**src/rtl/resi_sbox_pkg.sv**
```systemverilog
package resi_sbox_pkg;

    localparam int NIB_W  = 4;
    localparam int BYTE_W = 2 * NIB_W;
    localparam int IDX_W  = $clog2(BYTE_W);

    typedef logic [NIB_W-1:0]  nib_t;
    typedef logic [BYTE_W-1:0] byte_t;

    typedef struct packed {
        nib_t hi;
        nib_t lo;
    } pair_t;

    typedef enum logic [1:0] {
        PH_IDLE   = 2'd0,
        PH_FIRST  = 2'd1,
        PH_SECOND = 2'd2
    } phase_e;

    function automatic nib_t nib_lookup(input nib_t a);
        nib_t r;
        case (a)
            4'h0: r = 4'h1;  4'h1: r = 4'h0;  4'h2: r = 4'h5;  4'h3: r = 4'h3;
            4'h4: r = 4'he;  4'h5: r = 4'h2;  4'h6: r = 4'hf;  4'h7: r = 4'h7;
            4'h8: r = 4'hd;  4'h9: r = 4'ha;  4'ha: r = 4'h9;  4'hb: r = 4'hb;
            4'hc: r = 4'hc;  4'hd: r = 4'h8;  4'he: r = 4'h4;  default: r = 4'h6;
        endcase
        return r;
    endfunction

    function automatic pair_t swap_pair(input pair_t p);
        pair_t r;
        r.hi = p.lo;
        r.lo = p.hi;
        return r;
    endfunction

endpackage

```
**src/rtl/resi_sbox_bitperm.sv**
```systemverilog
module resi_sbox_bitperm
    import resi_sbox_pkg::*;
#(
    parameter logic [IDX_W*BYTE_W-1:0] PERM   = 24'o63052741,
    parameter bit                      INVERT = 1'b0
) (
    input  byte_t d,
    output byte_t q
);

    // Entry i of PERM names the source bit of permuted bit i.
    generate
        for (genvar i = 0; i < BYTE_W; i++) begin : g_bit
            localparam int SRC = int'(PERM[IDX_W*i +: IDX_W]);
            if (INVERT) begin : g_inv
                assign q[SRC] = d[i];
            end else begin : g_fwd
                assign q[i] = d[SRC];
            end
        end
    endgenerate

endmodule

```
**src/rtl/resi_sbox_nib.sv**
```systemverilog
module resi_sbox_nib
    import resi_sbox_pkg::*;
(
    input  nib_t a,
    input  nib_t stuck_mask,
    input  nib_t stuck_val,
    output nib_t y
);

    nib_t raw;

    assign raw = nib_lookup(a);
    assign y   = (raw & ~stuck_mask) | (stuck_val & stuck_mask);

endmodule

```
**src/rtl/resi_sbox8.sv**
```systemverilog
module resi_sbox8
    import resi_sbox_pkg::*;
#(
    parameter logic [IDX_W*BYTE_W-1:0] PERM = 24'o63052741
) (
    input  logic                clk,
    input  logic                rst,
    input  logic                start_i,
    input  logic [BYTE_W-1:0]   data_i,
    input  logic [NIB_W-1:0]    fault_mask_i,
    input  logic [NIB_W-1:0]    fault_val_i,
    output logic                done_o,
    output logic [BYTE_W-1:0]   result_o,
    output logic                err_o
);

    phase_e phase;
    byte_t  in_q;
    pair_t  perm_in;
    pair_t  feed;
    pair_t  cell_out;
    pair_t  back;
    pair_t  first_q;
    pair_t  res_q;
    logic   second;

    resi_sbox_bitperm #(.PERM(PERM), .INVERT(1'b0)) u_perm_in (
        .d (in_q),
        .q (perm_in)
    );

    assign second = (phase == PH_SECOND);
    assign feed   = second ? swap_pair(perm_in) : perm_in;

    // Cell A carries the test override; cell B is always clean.
    resi_sbox_nib u_cell_a (
        .a          (feed.hi),
        .stuck_mask (fault_mask_i),
        .stuck_val  (fault_val_i),
        .y          (cell_out.hi)
    );

    resi_sbox_nib u_cell_b (
        .a          (feed.lo),
        .stuck_mask ('0),
        .stuck_val  ('0),
        .y          (cell_out.lo)
    );

    assign back = second ? swap_pair(cell_out) : cell_out;

    always_ff @(posedge clk) begin
        if (rst) begin
            phase   <= PH_IDLE;
            in_q    <= '0;
            first_q <= '0;
            res_q   <= '0;
            done_o  <= 1'b0;
            err_o   <= 1'b0;
        end else begin
            done_o <= 1'b0;
            case (phase)
                PH_IDLE: begin
                    if (start_i) begin
                        in_q  <= data_i;
                        phase <= PH_FIRST;
                    end
                end
                PH_FIRST: begin
                    first_q <= back;
                    phase   <= PH_SECOND;
                end
                PH_SECOND: begin
                    res_q  <= first_q;
                    err_o  <= (back != first_q);
                    done_o <= 1'b1;
                    phase  <= PH_IDLE;
                end
                default: phase <= PH_IDLE;
            endcase
        end
    end

    resi_sbox_bitperm #(.PERM(PERM), .INVERT(1'b1)) u_perm_out (
        .d (res_q),
        .q (result_o)
    );

    AST_DONE_SINGLE: assert property (@(posedge clk) disable iff (rst)
        done_o |=> !done_o);

    AST_DONE_AFTER_SECOND: assert property (@(posedge clk) disable iff (rst)
        (phase == PH_SECOND) |=> done_o);

    AST_BUSY_NO_RESTART: assert property (@(posedge clk) disable iff (rst)
        (phase == PH_FIRST) |=> (phase == PH_SECOND));

    AST_CLEAN_NO_ERR: assert property (@(posedge clk) disable iff (rst)
        (done_o && $past(fault_mask_i) == '0 && $past(fault_mask_i, 2) == '0)
        |-> !err_o);

    AST_RESULT_HELD: assert property (@(posedge clk) disable iff (rst)
        !done_o |-> ($stable(result_o) && $stable(err_o)));

endmodule

```
**config.mk**
```make
export PLATFORM = sky130hd
export DESIGN_NAME = resi_sbox8
export DESIGN_NICKNAME = d
export VERILOG_FILES = /design/src/rtl/resi_sbox_pkg.sv /design/src/rtl/resi_sbox_bitperm.sv /design/src/rtl/resi_sbox_nib.sv /design/src/rtl/resi_sbox8.sv
export SDC_FILE = /design/constraint.sdc
export NUM_CORES = 1
export LEC_CHECK = 0
export CORE_MARGIN = 5
export CORE_UTILIZATION = 30
export DETAILED_ROUTE_END_ITERATION = 8
export PLACE_DENSITY = 0.48
export SYNTH_ARGS = -nofsm -noshare
export SYNTH_HDL_FRONTEND = slang
export SYNTH_HIERARCHICAL = 1
export SYNTH_SLANG_ARGS = --single-unit
```
**constraint.sdc**
```tcl
create_clock -name clk -period 2.9 [get_ports clk]
set_input_delay 0.29 -clock clk [delete_from_list [all_inputs] [get_ports clk]]
set_output_delay 0.29 -clock clk [all_outputs]
set_load 0.1 [all_outputs]
```
==> flow_metrics.tcl, run 1 <==
set metrics [dict create \
    route.met2.wl_mm 1.481 \
    gr-total-overflow 0 \
    gp_congestion 0.7409 \
    core-area_um2 5075 \
    grt_pass1_vias 1177 \
    crit_start "phase[0]" \
    boundaryPins 29 \
    synth-seq-cells 28 \
    min_period_ps 2528 \
    clk_path_buf_depth 2 \
    max_stage_delay_ps 390 \
    yosysMostFrequentCell "nand2_1" \
    synthDistinctLibCells 33 \
    area_growth_pct 20.26 \
    cp_data_arrival_time_ps 2720 \
    viasPerCell 4.302 \
    drt-met1-wl_mm 1.667 \
    crit_chain "nand2b_1 -> nand2_1 -> nand2_1 -> nor2_1 -> a211oi_1 -> a21oi_1 -> and4bb_1 -> a31oi_1 -> o2111ai_1 -> a211oi_1" \
    critical_path_class "flop to flop" \
    start_util_pct 30.67 \
    start_kind "flop" \
    worstHoldStart "res_q[1]" \
    via_count 1295 \
    portBuffers 28 \
    post-place-ws_ps 414.9 \
    die_x_um 82.03 \
    whs_ps 459.7 \
    drc 0 \
    holdPathEnd "res_q[1]" \
    maxCapViolCount 0 \
    synth_top_area_share_pct 36.01 \
    holdPathStages 2 \
    postCtsSetupBuffers 0 \
    clk_pin_slew_ps 100 \
    cts_buffers 3 \
    antenna_found_initial 0 \
    insertion_delay_ps 280 \
    dp_hpwl_mm 2.540 \
    timing.final.ws_setup_ps 371.6 \
    synth_edf_count 0 \
    ctsHtreeMaxLevel 1 \
    worst-slew-pin-transition_ps 1046 \
    slowest_stage "a21oi_1" \
    fmax_ghz 0.3955 \
    r2r_setup_slack_ps 370 \
    first_pass_iters 4 \
    wl_per_cell_um 11.23 \
    tritoncts "yes" \
    crit_path_end_kind "flop" \
    rows 26 \
    synth_top_area_cell "dfxtp_1" \
    finalPower_uw 891.8 \
    cts-resized-gates 0 \
    netlist_area_um2 1556 \
    async_reset_ff_share_pct 0 \
    p_per_area_nw_per_um2 476.4 \
    ys_warn_count 6 \
    rsz0062_at_grt "no" \
    cts_hold_buf 0 \
    dr.max_layer_used "met4" \
    grt_start_max_net_pins 29 \
    die_area_um2 6729 \
    final-setup-viol-count 0 \
    timing.setup.tns_ps 0 \
    grt_pass1_wl_mm 5.492 \
    synth_area_per_cell_um2 7.377 \
    cts_root_buffer "clkbuf_8" \
    path_buf_inv 0 \
    period_share_pct 87.18 \
    cp_top_family "simple AND/OR/NAND/NOR gates" \
    hold_path.class "flop to flop" \
    worstReg2RegStart "phase[0]" \
    layout-drive-gt1-share_pct 9.524 \
    die_h_um 82.03 \
    diodes 0 \
    slew_viol_final 0 \
    synth_ff_type "dfxtp_1" \
    ant_nets 0 \
    required_ps 3090 \
    status "complete, no violations" \
    post-route-util_pct 36.88 \
    drtIter0Drc 73 \
    relSlewSlack_pct 30.02 \
    drt_wl_total_mm 3.379 \
    critPathMaxFanout 12 \
    leakagePower_nw 0.7533 \
    seq_area_frac_synth_pct 36.01 \
    globalRouteTotalUtil_pct 10.63 \
    r2r_end "err_o" \
    hold_viol 0 \
    synth_area_leaders "dfxtp_1, nand2_1, buf_4" \
    nets 251 \
    ys_top_cells_by_count "nand2_1, dfxtp_1, a21oi_1" \
    wl_met3_um 211 \
    ff2ff_path_depth 10 \
    skew_ps 10.18 \
    clkSinkCount 28 \
    netlist_instances 211 \
    ir_worst_vdd_uv 244.1 \
]
## placed cells by master (no fill, tap or decap), drive strengths merged, types with 2 or more instances in the layout
| cell | count |
|---|---|
| o22ai | 2 |
| nor2 | 14 |
| nand3 | 2 |
| nand2 | 62 |
| xor2 | 3 |
| a21oi | 23 |
| clkbuf | 3 |
| xnor2 | 3 |
| and4bb | 3 |
| clkdlybuf4s50 | 18 |
| nand4 | 2 |
| o21ba | 2 |
| dfxtp | 28 |
| mux2i | 8 |
| inv | 3 |
| nand2b | 2 |
| nor2b | 9 |
| a211oi | 2 |
| buf | 14 |
| o21ai | 9 |
| conb | 11 |
## worst max path at each step
stage	endpoint	slack [ps]	cells past startpoint
CTS	err_o	400	10
finish	err_o	370	10
global route	err_o	160	10
floorplan	err_o	730	12
global placement	err_o	450	10
detailed placement	err_o	410	10
## where the power goes
part	internal [mW]	switching, mW	total, mW	leakage [nW]
sequential	0.401	0.0148	0.415	0.228
combinational	0.0730	0.0900	0.163	0.490
clock	0.185	0.128	0.313	0.0357
total	0.659	0.233	0.892	0.753
## worst reg2reg max path, delay by kind of cell (launching register included)
kind               cells  cell delay [ps]
DFF                    1              350
and+or+nand+nor        5             1110
AOI/OAI and AO/OA      5              980
## cell families after synthesis
group | after synthesis | synth area share, %
flops | 28 | 36.01
compound gates | 41 | 15.11
buf+inv | 29 | 11.41
xor+xnor | 6 | 3.377
mux | 9 | 5.868
simple gates | 97 | 27.97
other cells | 1 | 0.2409
## layer usage
metal	vias to the layer above	track usage (%)
li1	712	-
met1	549	13.02
met2	32	18.09
met3	2	3.399
met4	0	2.326
met5	-	0
## registers in the layout (all words and copies together), names as in the netlist
signal / cells
first_q: 8
in_q: 8
res_q: 8
phase: 2
done_o: 1
err_o: 1
## layout make-up
| class | count | area, µm² |
|---|---|---|
| well taps | 70 | 87.58 |
| inverters | 3 | 11.26 |
| flip-flops and latches | 28 | 560.5 |
| repair buffers | 32 | 285.3 |
| multi-input cells | 164 | 855.8 |
| fillers | 565 | 3203 |
| clock inverters | 1 | 30.03 |
| clock buffers | 3 | 41.29 |
## per-stage QoR
stage	instances	cell area, µm²
6_report	301	1872
5_1_grt	301	1872
4_1_cts	301	1872
3_5_place_dp	297	1800
3_3_place_gp	297	1800
2_1_floorplan	221	1594
No activity file was read; power rests on OpenSTA's default activity.
==> run 2, diff against run 1 <==
--- a/config.mk
+++ b/config.mk
@@ -9,6 +9,7 @@
 export CORE_UTILIZATION = 30
 export DETAILED_ROUTE_END_ITERATION = 8
 export PLACE_DENSITY = 0.48
+export RECOVER_POWER = 100
 export SYNTH_ARGS = -nofsm -noshare
 export SYNTH_HDL_FRONTEND = slang
 export SYNTH_HIERARCHICAL = 1
==> run 2 against run 1 <==
Non-clock buffer count unchanged. Largest cell class unchanged. Cell area down 2.2%. Critical path type unchanged. Power down 0.51%.
==> flow_metrics.tcl, run 2 (synthesized netlist as in run 1, its figures left out) <==
set metrics [dict create \
    cts-resized-gates 0 \
    hold_viol 0 \
    dp_hpwl_mm 2.540 \
    slowest_stage "a21oi_1" \
    p_per_area_nw_per_um2 484.7 \
    max_stage_delay_ps 390 \
    area_growth_pct 17.60 \
    fmax_ghz 0.3990 \
    portBuffers 28 \
    clkSinkCount 28 \
    ctsHtreeMaxLevel 1 \
    timing.final.ws_setup_ps 393.6 \
    placed_area_um2 1800 \
    diodes 0 \
    grt_start_max_net_pins 29 \
    crit_path_end_kind "flop" \
    start_kind "flop" \
    relSlewSlack_pct 22.23 \
    cts_buffers 3 \
    nets 251 \
    period_share_pct 86.43 \
    timing.setup.tns_ps 0 \
    die_h_um 82.03 \
    wl_per_cell_um 11.19 \
    crit_chain "nand2b_1 -> nand2_1 -> nand2_1 -> nor2_1 -> a211oi_1 -> a21oi_1 -> and4bb_1 -> a31oi_1 -> o2111ai_1 -> a211oi_1" \
    skew_ps 9.245 \
    die_area_um2 6729 \
    viasPerCell 4.289 \
    drtIter0Drc 78 \
    slew_viol_final 0 \
    rows 26 \
    path_buf_inv 0 \
    final-setup-viol-count 0 \
    layout_commonest_cell "nand2_1" \
    globalRouteTotalUtil_pct 10.63 \
    die_x_um 82.03 \
    post-place-ws_ps 414.9 \
    start_util_pct 30.67 \
    status "complete, no violations" \
    whs_ps 458.2 \
    boundaryPins 29 \
    first_pass_iters 4 \
    layout-drive-gt1-share_pct 4.329 \
    reg.largest.list "first_q x8, in_q x8, res_q x8" \
    critical_path_class "flop to flop" \
    grt_pass1_vias 1177 \
    gp_congestion 0.7409 \
    final_cell_mix "nand2_1, dfxtp_1, a21oi_1" \
    drc 0 \
    critPathMaxFanout 12 \
    cts_hold_buf 0 \
    dp_cells 297 \
    drt_wl_total_mm 3.368 \
    ir_worst_vdd_uv 252.6 \
    leakagePower_nw 0.7077 \
    antenna_found_initial 0 \
    rsz0062_at_grt "no" \
    tritoncts "yes" \
    cp_data_arrival_time_ps 2700 \
    gr-total-overflow 0 \
    clk_path_buf_depth 2 \
    insertion_delay_ps 280 \
    cts_root_buffer "clkbuf_8" \
    required_ps 3100 \
    clk_pin_slew_ps 100 \
    post-route-util_pct 36.07 \
    finalPower_uw 887.2 \
    maxCapViolCount 0 \
    grt_pass1_wl_mm 5.492 \
    core-area_um2 5075 \
    min_period_ps 2506 \
    cp_top_family "simple AND/OR/NAND/NOR gates" \
    via_count 1291 \
    fin_area_um2 1831 \
    hold_path.class "flop to flop" \
    postCtsSetupBuffers 0 \
    worst-slew-pin-transition_ps 1172 \
    final_cells 301 \
    ant_nets 0 \
]
[run 2: worst register-to-register path, stage by stage, from the launching register on]
cell and delay, ps:
dfxtp_1 350, nand2b_1 380, nand2_1 160, nand2_1 170
nor2_1 130, a211oi_1 60, a21oi_1 390, and4bb_1 270
a31oi_1 140, o2111ai_1 130, a211oi_1 250
[run 2: path summary, 6_finish.rpt]
kind | start | cells after the start | slack, ps | end
worst max-delay path | phase[0] | 10 | 390 | err_o
worst min-delay path | res_q[1] | 2 | 460 | res_q[1]
worst max register to register | phase[0] | 10 | 390 | err_o
worst min register to register | res_q[1] | 2 | 460 | res_q[1]
[run 2: metal layers]
metal | routed length (µm) | vias to the layer above | GRT usage [%]
met2 | 1471 | 27 | 18.09
met3 | 203 | 2 | 3.399
li1 | - | 712 | -
met1 | 1674 | 550 | 13.02
met5 | 0 | - | 0
met4 | 19 | 0 | 2.326
[run 2: layout make-up]
cell class | instances | area, µm²
fillers | 579 | 3244
inverters | 3 | 11.26
clock buffers | 3 | 41.29
multi-input cells | 164 | 855.8
flip-flops and latches | 28 | 560.5
clock inverters | 1 | 30.03
well taps | 70 | 87.58
repair buffers | 32 | 244.0
[run 2: where the power goes]
group	leakage, nW	internal [mW]	total [mW]	switching, mW
Sequential	0.228	0.401	0.415	0.0148
Clock	0.0357	0.185	0.312	0.127
Combinational	0.444	0.0701	0.160	0.0894
